$ cat config.mk
export PLATFORM = sky130hd
export DESIGN_NAME = sdram_cmd_monitor
export DESIGN_NICKNAME = d
export VERILOG_FILES = /design/src/rtl/sdram_cmd_pkg.sv /design/src/rtl/sdram_cmd_ctrl.sv /design/src/rtl/sdram_cmd_dp.sv /design/src/rtl/sdram_cmd_monitor.sv
export SDC_FILE = /design/constraint.sdc
export NUM_CORES = 1
export LEC_CHECK = 0
export ABC_AREA = 1
export BUFFER_PORTS_ARGS = -buffer_cell sky130_fd_sc_hd__buf_2
export CAP_MARGIN = 0
export CORE_UTILIZATION = 45
export DETAILED_ROUTE_END_ITERATION = 10
export PLACE_DENSITY = 0.67
export SLEW_MARGIN = 10
export SYNTH_ARGS = -nofsm -noshare
export SYNTH_HDL_FRONTEND = slang
export SYNTH_SLANG_ARGS = --single-unit
$ cat constraint.sdc
create_clock -name clk -period 4.2 [get_ports clk]
set_clock_uncertainty 0.05 [all_clocks]
set_input_delay 0.21 -clock clk [delete_from_list [all_inputs] [get_ports clk]]
set_output_delay 0.21 -clock clk [all_outputs]
set_load 0.02 [all_outputs]
$ cat src/rtl/sdram_cmd_pkg.sv
package sdram_cmd_pkg;

  typedef enum logic [2:0] {
    KIND_IDLE  = 3'd0,
    KIND_BSTOP = 3'd1,
    KIND_READ  = 3'd2,
    KIND_WRITE = 3'd3,
    KIND_ACT   = 3'd4,
    KIND_PRE   = 3'd5,
    KIND_MODE  = 3'd6,
    KIND_OTHER = 3'd7
  } cmdKind_e;

  localparam logic [2:0] ERR_NONE     = 3'd0;
  localparam logic [2:0] ERR_NOINIT   = 3'd1;
  localparam logic [2:0] ERR_CLOSED   = 3'd2;
  localparam logic [2:0] ERR_OPEN     = 3'd3;
  localparam logic [2:0] ERR_MODEBUSY = 3'd4;
  localparam logic [2:0] ERR_NOBURST  = 3'd5;

  typedef struct packed {
    logic openBank;
    logic closeBank;
    logic closeAll;
    logic markPre;
    logic markMode;
    logic loadBurst;
    logic clearBurst;
  } stateStrobe_t;

endpackage

$ cat src/rtl/sdram_cmd_ctrl.sv
module sdram_cmd_ctrl
  import sdram_cmd_pkg::*;
#(
  parameter int NUM_BANKS = 8,
  localparam int BANK_W = $clog2(NUM_BANKS)
) (
  input  logic                 clk,
  input  logic                 rstN,
  input  logic                 cke,
  input  logic                 csN,
  input  logic                 rasN,
  input  logic                 casN,
  input  logic                 weN,
  input  logic [BANK_W-1:0]    bankAddr,
  input  logic                 addr10,
  input  logic [NUM_BANKS-1:0] bankOpen,
  input  logic                 initDone,
  input  logic                 burstActive,
  output stateStrobe_t         str,
  output logic                 repValid,
  output logic [2:0]           repKind,
  output logic [BANK_W-1:0]    repBank,
  output logic                 repA10,
  output logic [2:0]           repCode
);

  cmdKind_e kind;
  logic     tgtOpen;

  always_comb begin
    if (csN) kind = KIND_IDLE;
    else begin
      unique case ({rasN, casN, weN})
        3'b111:  kind = KIND_IDLE;
        3'b110:  kind = KIND_BSTOP;
        3'b101:  kind = KIND_READ;
        3'b100:  kind = KIND_WRITE;
        3'b011:  kind = KIND_ACT;
        3'b010:  kind = KIND_PRE;
        3'b000:  kind = KIND_MODE;
        default: kind = KIND_OTHER;
      endcase
    end
  end

  assign tgtOpen = bankOpen[bankAddr];

  always_comb begin
    str      = '0;
    repValid = cke;
    repKind  = '0;
    repBank  = '0;
    repA10   = 1'b0;
    repCode  = ERR_NONE;
    if (cke) begin
      repKind = kind;
      unique case (kind)
        KIND_ACT: begin
          repBank = bankAddr;
          if (!initDone)    repCode = ERR_NOINIT;
          else if (tgtOpen) repCode = ERR_OPEN;
          else              str.openBank = 1'b1;
        end
        KIND_READ, KIND_WRITE: begin
          repBank = bankAddr;
          repA10  = addr10;
          if (!initDone)     repCode = ERR_NOINIT;
          else if (!tgtOpen) repCode = ERR_CLOSED;
          else begin
            str.closeBank  = addr10;
            str.loadBurst  = (kind == KIND_READ);
            str.clearBurst = (kind == KIND_WRITE);
          end
        end
        KIND_PRE: begin
          repBank      = addr10 ? '0 : bankAddr;
          repA10       = addr10;
          str.closeAll  = addr10;
          str.closeBank = !addr10;
          str.markPre   = 1'b1;
        end
        KIND_MODE: begin
          if ((|bankOpen) || burstActive) repCode = ERR_MODEBUSY;
          else                            str.markMode = 1'b1;
        end
        KIND_BSTOP: begin
          if (!burstActive) repCode = ERR_NOBURST;
          else              str.clearBurst = 1'b1;
        end
        default: ;
      endcase
    end
  end

  // a legal column access always targets an open bank
  a_r5_access_open: assert property (@(posedge clk) disable iff (!rstN)
    (str.loadBurst || (cke && kind == KIND_WRITE && repCode == ERR_NONE)) |-> tgtOpen);

  // an activate is only allowed to open a closed bank
  a_r6_open_closed_only: assert property (@(posedge clk) disable iff (!rstN)
    str.openBank |-> !tgtOpen);

endmodule

$ cat src/rtl/sdram_cmd_dp.sv
module sdram_cmd_dp
  import sdram_cmd_pkg::*;
#(
  parameter int NUM_BANKS = 8,
  parameter int BL_W      = 4,
  localparam int BANK_W = $clog2(NUM_BANKS)
) (
  input  logic                 clk,
  input  logic                 rstN,
  input  stateStrobe_t         str,
  input  logic [BANK_W-1:0]    bankAddr,
  input  logic [BL_W-1:0]      burstLen,
  input  logic                 repValid,
  input  logic [2:0]           repKind,
  input  logic [BANK_W-1:0]    repBank,
  input  logic                 repA10,
  input  logic [2:0]           repCode,
  output logic [NUM_BANKS-1:0] bankOpen,
  output logic                 initDone,
  output logic                 burstActive,
  output logic                 cmdValid,
  output logic [2:0]           cmdKind,
  output logic [BANK_W-1:0]    cmdBank,
  output logic                 cmdA10,
  output logic                 errPulse,
  output logic [2:0]           errCode
);

  logic            seenPre, seenMode;
  logic [BL_W-1:0] burstCnt;

  for (genvar g = 0; g < NUM_BANKS; g++) begin : gBank
    logic hit;
    assign hit = (bankAddr == BANK_W'(g));
    always_ff @(posedge clk) begin
      if (!rstN)                        bankOpen[g] <= 1'b0;
      else if (str.closeAll)            bankOpen[g] <= 1'b0;
      else if (str.openBank && hit)     bankOpen[g] <= 1'b1;
      else if (str.closeBank && hit)    bankOpen[g] <= 1'b0;
    end
  end

  always_ff @(posedge clk) begin
    if (!rstN) begin
      seenPre  <= 1'b0;
      seenMode <= 1'b0;
      burstCnt <= '0;
    end else begin
      if (str.markPre)  seenPre  <= 1'b1;
      if (str.markMode) seenMode <= 1'b1;
      if (str.loadBurst)        burstCnt <= burstLen;
      else if (str.clearBurst)  burstCnt <= '0;
      else if (burstCnt != '0)  burstCnt <= burstCnt - 1'b1;
    end
  end

  assign initDone    = seenPre && seenMode;
  assign burstActive = (burstCnt != '0);

  always_ff @(posedge clk) begin
    if (!rstN) begin
      cmdValid <= 1'b0;
      cmdKind  <= '0;
      cmdBank  <= '0;
      cmdA10   <= 1'b0;
      errPulse <= 1'b0;
      errCode  <= '0;
    end else begin
      cmdValid <= repValid;
      cmdKind  <= repKind;
      cmdBank  <= repBank;
      cmdA10   <= repA10;
      errPulse <= (repCode != ERR_NONE);
      errCode  <= repCode;
    end
  end

  // a flagged command leaves every bank as it was
  a_r10_err_keeps_banks: assert property (@(posedge clk) disable iff (!rstN)
    errPulse |-> bankOpen == $past(bankOpen));

  // an accepted activate implies initialization had completed
  a_r4_act_after_init: assert property (@(posedge clk) disable iff (!rstN)
    (cmdValid && cmdKind == KIND_ACT && !errPulse) |-> $past(initDone));

  // an all-bank precharge leaves no bank open
  a_r9_all_closed: assert property (@(posedge clk) disable iff (!rstN)
    str.closeAll |=> bankOpen == '0);

  // without a reload the burst counter only moves down
  a_r8_burst_falls: assert property (@(posedge clk) disable iff (!rstN)
    (burstActive && !str.loadBurst) |=> burstCnt < $past(burstCnt));

  // no error can be reported for a cycle with clock enable low
  a_r11_cke_low_quiet: assert property (@(posedge clk) disable iff (!rstN)
    !cmdValid |-> !errPulse);

endmodule

$ cat src/rtl/sdram_cmd_monitor.sv
module sdram_cmd_monitor
  import sdram_cmd_pkg::*;
#(
  parameter int NUM_BANKS = 8,
  parameter int BL_W      = 4,
  localparam int BANK_W = $clog2(NUM_BANKS)
) (
  input  logic              clk,
  input  logic              rstN,
  input  logic              cke,
  input  logic              csN,
  input  logic              rasN,
  input  logic              casN,
  input  logic              weN,
  input  logic [BANK_W-1:0] bankAddr,
  input  logic              addr10,
  input  logic [BL_W-1:0]   burstLen,
  output logic              cmdValid,
  output logic [2:0]        cmdKind,
  output logic [BANK_W-1:0] cmdBank,
  output logic              cmdA10,
  output logic              errPulse,
  output logic [2:0]        errCode
);

  stateStrobe_t         str;
  logic [NUM_BANKS-1:0] bankOpen;
  logic                 initDone, burstActive;
  logic                 repValid, repA10;
  logic [2:0]           repKind, repCode;
  logic [BANK_W-1:0]    repBank;

  sdram_cmd_ctrl #(.NUM_BANKS(NUM_BANKS)) uCtrl (
    .clk(clk), .rstN(rstN), .cke(cke), .csN(csN), .rasN(rasN), .casN(casN),
    .weN(weN), .bankAddr(bankAddr), .addr10(addr10), .bankOpen(bankOpen),
    .initDone(initDone), .burstActive(burstActive), .str(str),
    .repValid(repValid), .repKind(repKind), .repBank(repBank),
    .repA10(repA10), .repCode(repCode)
  );

  sdram_cmd_dp #(.NUM_BANKS(NUM_BANKS), .BL_W(BL_W)) uDp (
    .clk(clk), .rstN(rstN), .str(str), .bankAddr(bankAddr), .burstLen(burstLen),
    .repValid(repValid), .repKind(repKind), .repBank(repBank), .repA10(repA10),
    .repCode(repCode), .bankOpen(bankOpen), .initDone(initDone),
    .burstActive(burstActive), .cmdValid(cmdValid), .cmdKind(cmdKind),
    .cmdBank(cmdBank), .cmdA10(cmdA10), .errPulse(errPulse), .errCode(errCode)
  );

  // error pulse and reason code agree
  a_r12_code_matches: assert property (@(posedge clk) disable iff (!rstN)
    errPulse == (errCode != 3'd0));

endmodule

==> results of run 1 <==
worst max-delay path, stage by stage, from the launching register on:
cell,delay (ns)
dfxtp_1,0.34
inv_1,0.12
ha_1,0.16
nand3_1,0.16
nand3_1,0.13
nand2_1,0.05
nand2_1,0.18
nand3_1,0.10
nand2_1,0.07
inv_1,0.03
nor2_1,0.09
cell families (layout without fill, tap and decap cells):
family | after synthesis | after routing | share of synthesized area, %
buffers and inverters | 32 | 59 | 9.36
adder cells (fa/ha/maj) | 2 | 2 | 1.75
AND/OR/NAND/NOR | 122 | 122 | 41.8
AO/OA/AOI/OAI | 20 | 20 | 9.45
XOR/XNOR | 2 | 2 | 1.23
flip-flops | 26 | 26 | 36.4
registers in the layout, indices dropped and copies added, names as in the netlist, 3 cells and up:
name / cells
uDp.burstCnt: 4
uDp.bankOpen: 8
uDp.cmdBank: 3
uDp.cmdKind: 3
uDp.errCode: 3
layer usage:
| metal | vias up | track usage [%] |
|---|---|---|
| li1 | 721 | - |
| met1 | 602 | 27.6 |
| met2 | 42 | 30.2 |
| met3 | 5 | 2.86 |
| met4 | 0 | 8.16 |
| met5 | - | 0 |
cells in the mapped netlist, types with 2 or more instances:
master,number,area share [%]
nand4_1,6,2.6
nand2_4,2,1.6
nand2_2,4,1.7
nand2_1,49,13
xor2_1,2,1.2
inv_2,3,0.79
nand3_1,25,8.7
o21ai_0,4,1.4
nor4_1,2,0.87
nor3_1,4,1.4
nor2_1,20,5.2
a21oi_1,10,3.5
nand3_2,4,2.8
nor2_2,2,0.87
ha_1,2,1.7
o21ai_4,2,2.3
inv_1,25,6.6
dfxtp_1,26,36
layout make-up:
| type | instances | area (um^2) | area share (%) |
|---|---|---|---|
| repair buffers | 26 | 130 | 7.98 |
| flip-flops and latches | 26 | 520 | 31.9 |
| clock buffers | 4 | 36.3 | 2.22 |
| inverters | 29 | 114 | 6.98 |
| multi-input cells | 146 | 776 | 47.5 |
| well taps | 44 | 55.1 | 3.37 |
power by group through the flow:
stage	logic, W	registers (W)	clock network, W
global placement	0.000174	0.000276	0
finish	0.000177	0.000270	0.000134
global route	0.000203	0.000272	0.000146
floorplan	0.000135	0.000279	0
detailed placement	0.000175	0.000276	0
CTS	0.000176	0.000270	0.000135
metrics by stage:
step	utilization (%)	hold WS, ns	instances
4_1_cts	53.9	0.0275	275
3_5_place_dp	52.7	0.400	271
2_1_floorplan	-	0.237	204
3_3_place_gp	52.7	0.396	271
5_1_grt	53.9	0.0134	275
6_report	53.9	0.0332	275
path summary, 6_finish.rpt:
check / from / to / slack, ns / cells after the start
max reg2reg: uDp.burstCnt[0]$_SDFFE_PN0P_ / uDp.burstCnt[0]$_SDFFE_PN0P_ / 2.67 / 10
min: csN / uDp.cmdKind[1]$_SDFF_PN0_ / 0.03 / 2
max: uDp.burstCnt[0]$_SDFFE_PN0P_ / uDp.burstCnt[0]$_SDFFE_PN0P_ / 2.67 / 10
min reg2reg: uDp.seenPre$_SDFFE_PN0P_ / uDp.seenPre$_SDFFE_PN0P_ / 0.43 / 2
==> results.md, run 1 <==
- Status: finished, final reports clean
- Critical path arrival: 1.77 ns
- Sink Count: 26
- Global-route wire length before repair: 5140 um
- Nets@finish: 249
- Post-route DRC: 0
- Post-CTS resize count: 0
- Antenna Diode Count: 0
- Mapped cell area: 1430 um^2
- CTS tree: built
- Worst VDD drop: 138 uV
- Main synth FF type: dfxtp_1
- Kind of end point of the critical path: register
- Initial antenna violation count: 0
- Final HPWL DP: 2370 um
- Die X: 58.4 um
- Syn_nets: 221
- Num CTS Buffers: 3
- Length of routed met3 wiring: 166 um
- Final Power: 0.000581 W
- Asr flop ratio synth: 0%
- CP startpoint kind: register
- Overall routing resource usage: 19.6%
- Core area: 3030 um^2
- Largest net degree at the start of global routing: 16
- WL per Instance: 11.2 um
- Met2 routed WL: 1320 um
- Top Layer Used: met4
- Port bufs: 26
- Commonest non-fill, non-tap cell in the layout: nand2_1
- Final WL: 3090 um
- Post-Syn Area per Cell: 7.01 um^2
- Detail Route Antenna Nets: 0
- Pwr Density: 356 nW/um^2
- DIE AREA: 3410 um^2
- Fin Setup TNS: 0 ns
- Total gr overflow: 0
- Max Cap Viol: 0
- Crit path required time: 4.44 ns
- FILL cells: 321
- Post-Route M1 WL: 1550 um
- RSZ-0062 raised after global routing: false
- Sequential share of the synthesized area: 36.4%
- Clock share of power: 23.0%
- Hold Path Class: input port to register
- Tightest Pin Transition: 0.384 ns
- Area Overhead vs Synth: 14.1%
- Worst setup path class: register to register
- Fin crit period: 1.53 ns
- DP Area: 1600 um^2
- Rows: 20
- Router iterations before antenna repair: 4
- Via/cell ratio: 4.98
- Final setup viols: 0
- Final max-slew violation count: 0
- Pre-CTS WS: 2.62 ns
- # Post-CTS Setup Buffers: 0
- Number of global-route vias before repair: 1,182
- Vias post-DR: 1,370
- Power share of the sequential group: 46.5%
- Pleak: 0.785 nW
- Max FO, Critical Path: 7
- Final hold vios: 0
- Library cells used by synthesis: 30
- Root buffer cell: clkbuf_4
- Post-synth EDFFs: 0
- Clk_lat worst skew: 0.34 ns
- Boundary Pins: 27
- Max_slew headroom: 74.1%
- Post-Synthesis Cells: 204
- Initial Util: 47.2%
- Commonest cells after routing, fill and taps aside: nand2_1 (49), buf_2 (26), dfxtp_1 (26), inv_1 (25), nand3_1 (25)
- Syn. warnings: 0
- Internal power: 0.000385 W
- Synthesis-stage register bit count: 26
- Power share of the combinational group: 30.5%
- Worst-path clk slew: 0.15 ns
- Fin area: 1630 um^2
- Setup ws final: 2.67 ns
- Achievable Freq: 0.652 GHz
- H-tree depth: 1
- Die H: 58.4 um
- Switch Pwr: 0.000196 W
- Starting DRT DRC Count: 51
- Period utilization: 36.5%
- GP Congestion: 0.817
- CTS Buffer Depth: 2
- Net Sw Frac: 33.7%
- Cts hold-fix bufs: 0
- Layout cells sized above 1: 22.1%
Note: power is estimated with default switching activity, not from simulation.
==> run 2, diff against run 1 <==
==> constraint.sdc (replaced) <==
create_clock -name clk -period 1.5 [get_ports clk]
set_clock_uncertainty 0.05 [all_clocks]
set_input_delay 0.075 -clock clk [delete_from_list [all_inputs] [get_ports clk]]
set_output_delay 0.075 -clock clk [all_outputs]
set_load 0.02 [all_outputs]
==> results.md, run 2 (synthesis gave the netlist of run 1 again) <==
- Final max-slew violation count: 0 (unchanged)
- Initial Util: 47.2% (unchanged)
- Capturing point of the worst reg2reg path: uDp.bankOpen[3]$_SDFFE_PP0P_
- Worst VDD drop: 382 uV (+180%)
- Placed Instances: 279 (+3.0%)
- GP Congestion: 0.838 (+2.5%)
- Die H: 58.4 um (unchanged)
- Max FO, Critical Path: 8 (+1)
- Initial antenna violation count: 0 (unchanged)
- Detail Route Antenna Nets: 0 (unchanged)
- Final core occ: 61.6% (+7.7 points)
- Total gr overflow: 0 (unchanged)
- Num CTS Buffers: 3 (unchanged)
- Switch Pwr: 0.000589 W (+200%)
- R2R Setup Slk: 0.07 ns (-2.60 ns)
- Sink Count: 26 (unchanged)
- Number of global-route vias before repair: 1,249 (+5.7%)
- Global-route wire length before repair: 5530 um (+7.6%)
- Largest net degree at the start of global routing: 16 (unchanged)
- Rows: 20 (unchanged)
- Final setup viols: 0 (unchanged)
- Largest regs: uDp.bankOpen x8, uDp.burstCnt x4
- CP startpoint kind: register
- Hold Path Depth: 4 (+2)
- Met2 routed WL: 1660 um (+26%)
- Net Sw Frac: 31.8% (-1.9 points)
- Max Cap Viol: 0 (unchanged)
- Root buffer cell: clkbuf_4
- Overall routing resource usage: 21.4% (+1.7 points)
- Pwr Density: 994 nW/um^2 (+180%)
- CTS tree: built
- Status: finished, final reports clean
- Post-Route M1 WL: 1590 um (+2.3%)
- DIE AREA: 3410 um^2 (unchanged)
- Setup ws final: 0.0668 ns (-2.60 ns)
- Post-route DRC: 0 (unchanged)
- Crit path required time: 1.72 ns (-2.72 ns)
- Starting DRT DRC Count: 61 (+20%)
- Clock share of power: 26.9% (+3.9 points)
- Max reg flops: 8 (unchanged)
- Worst setup path class: register to register
- Via/cell ratio: 4.92 (-1.2%)
- Top Layer Used: met4
- Fin crit period: 1.43 ns (-0.100 ns)
- Antenna Diode Count: 0 (unchanged)
- CTS Buffer Depth: 2 (unchanged)
- Final HPWL DP: 2400 um (+0.98%)
- Max_slew headroom: 75.3% (+1.1 points)
- Critical path arrival: 1.65 ns (-0.12 ns)
- Core area: 3030 um^2 (unchanged)
- H-tree depth: 1 (unchanged)
- Worst-path clk slew: 0.15 ns (about the same)
- Power share of the sequential group: 41.0% (-5.5 points)
- WL per Instance: 11.8 um (+4.9%)
- Layout cells sized above 1: 32.9% (+11 points)
- DP Area: 1660 um^2 (+3.8%)
- Post-route insts no fill: 293 (+6.5%)
- Worst Setup SP: uDp.bankOpen[5]$_SDFFE_PP0P_
- Worst reg-to-reg path cell count: 10 (unchanged)
- Port bufs: 26 (unchanged)
- Hold wc startpoint: csN
- Hold Path Class: input port to register
- Power share of the combinational group: 32.1% (+1.6 points)
- Achievable Freq: 0.698 GHz (+7.0%)
- Router iterations before antenna repair: 4 (unchanged)
- Length of routed met3 wiring: 136 um (-18%)
- Most flop-heavy register: uDp.bankOpen
- Kind of end point of the critical path: register
- Commonest cells after routing, fill and taps aside: nand2_1 (46), buf_2 (26), inv_1 (23), nand3_1 (23), nor2_1 (19)
- RSZ-0062 raised after global routing: true
- Clk_lat worst skew: 0.34 ns (about the same)
- Critical R2R Launch: uDp.bankOpen[5]$_SDFFE_PP0P_
- Vias post-DR: 1,442 (+5.3%)
- Pleak: 0.916 nW (+17%)
- Boundary Pins: 27 (unchanged)
- Commonest non-fill, non-tap cell in the layout: nand2_1
- Period utilization: 95.5% (+59 points)
- Nets@finish: 267 (+7.2%)
- FILL cells: 289 (-10%)
- Final WL: 3450 um (+12%)
- Tightest Pin Transition: 0.367 ns (-0.0164 ns)
- Final hold vios: 0 (unchanged)
- Pre-CTS WS: -0.0332 ns (-2.66 ns)
- Fin area: 1860 um^2 (+14%)
- Die X: 58.4 um (unchanged)
- Internal power: 0.00126 W (+230%)
- Area Overhead vs Synth: 30.4%
- Hold endpoint: uDp.cmdKind[2]$_SDFF_PN0_
[run 2: how the worst max path moves through the flow]
| stage | endpoint | slack [ns] | depth (start not counted) |
|---|---|---|---|
| floorplan | uDp.errPulse$_SDFF_PN0_ | 0.13 | 8 |
| global placement | uDp.burstCnt[1]$_SDFFE_PN0P_ | -0.02 | 10 |
| detailed placement | uDp.burstCnt[0]$_SDFFE_PN0P_ | -0.03 | 10 |
| CTS | uDp.bankOpen[0]$_SDFFE_PP0P_ | 0.02 | 10 |
| global route | uDp.bankOpen[7]$_SDFFE_PP0P_ | -0.02 | 10 |
| finish | uDp.bankOpen[3]$_SDFFE_PP0P_ | 0.07 | 10 |
[run 2: routing by layer]
layer | vias to the layer above | track usage (%)
met1 | 652 | 29.5
li1 | 753 | -
met5 | - | 0
met3 | 6 | 2.86
met2 | 31 | 34.6
met4 | 0 | 7.14
[run 2: per-stage QoR]
stage / total power [W] / setup TNS (ns) / hold slack (ns)
6_report: 0.00185 / 0 / 0.0173
5_1_grt: 0.00196 / -0.120 / 0.0363
4_1_cts: 0.00184 / 0 / 0.00288
3_5_place_dp: 0.00132 / -0.0955 / 0.261
3_3_place_gp: 0.00132 / -0.0823 / 0.262
2_1_floorplan: 0.00116 / 0 / 0.102
[run 2: worst max-delay path, cell delays in order, from the launching register on]
cell	delay (ns)
dfxtp_2	0.36
nand2_1	0.05
nand2_1	0.05
nand2_1	0.08
nand3_2	0.13
nand2_4	0.12
nand2_4	0.07
nor3_4	0.15
buf_12	0.15
nand2_1	0.05
a21oi_1	0.13
[run 2: area by class of cell]
cell class | count | area (um^2) | area share [%]
sequential | 26 | 531 | 28.5
clock buffer | 3 | 22.5 | 1.21
timing repair buffer | 44 | 298 | 16.0
tap | 44 | 55.1 | 2.95
clock inverter | 1 | 30.0 | 1.61
inverter | 29 | 114 | 6.11
multi-input combinational | 146 | 815 | 43.7
[run 2: power groups by stage]
stage	logic, W	registers [W]	clock network [W]
6_report	0.000594	0.000760	0.000498
3_3_place_gp	0.000549	0.000771	0
3_5_place_dp	0.000547	0.000772	0
5_1_grt	0.000660	0.000767	0.000538
4_1_cts	0.000574	0.000756	0.000507
2_1_floorplan	0.000379	0.000781	0
[run 2: timing repair]
action / CTS / global route
hold endpoints to repair: 5 / 1
hold buffers: 5 / 1
resized for setup: 2 / 20
pin swaps: 1 / 20
setup endpoints to repair: 14 / 18
setup buffers: 1 / 4
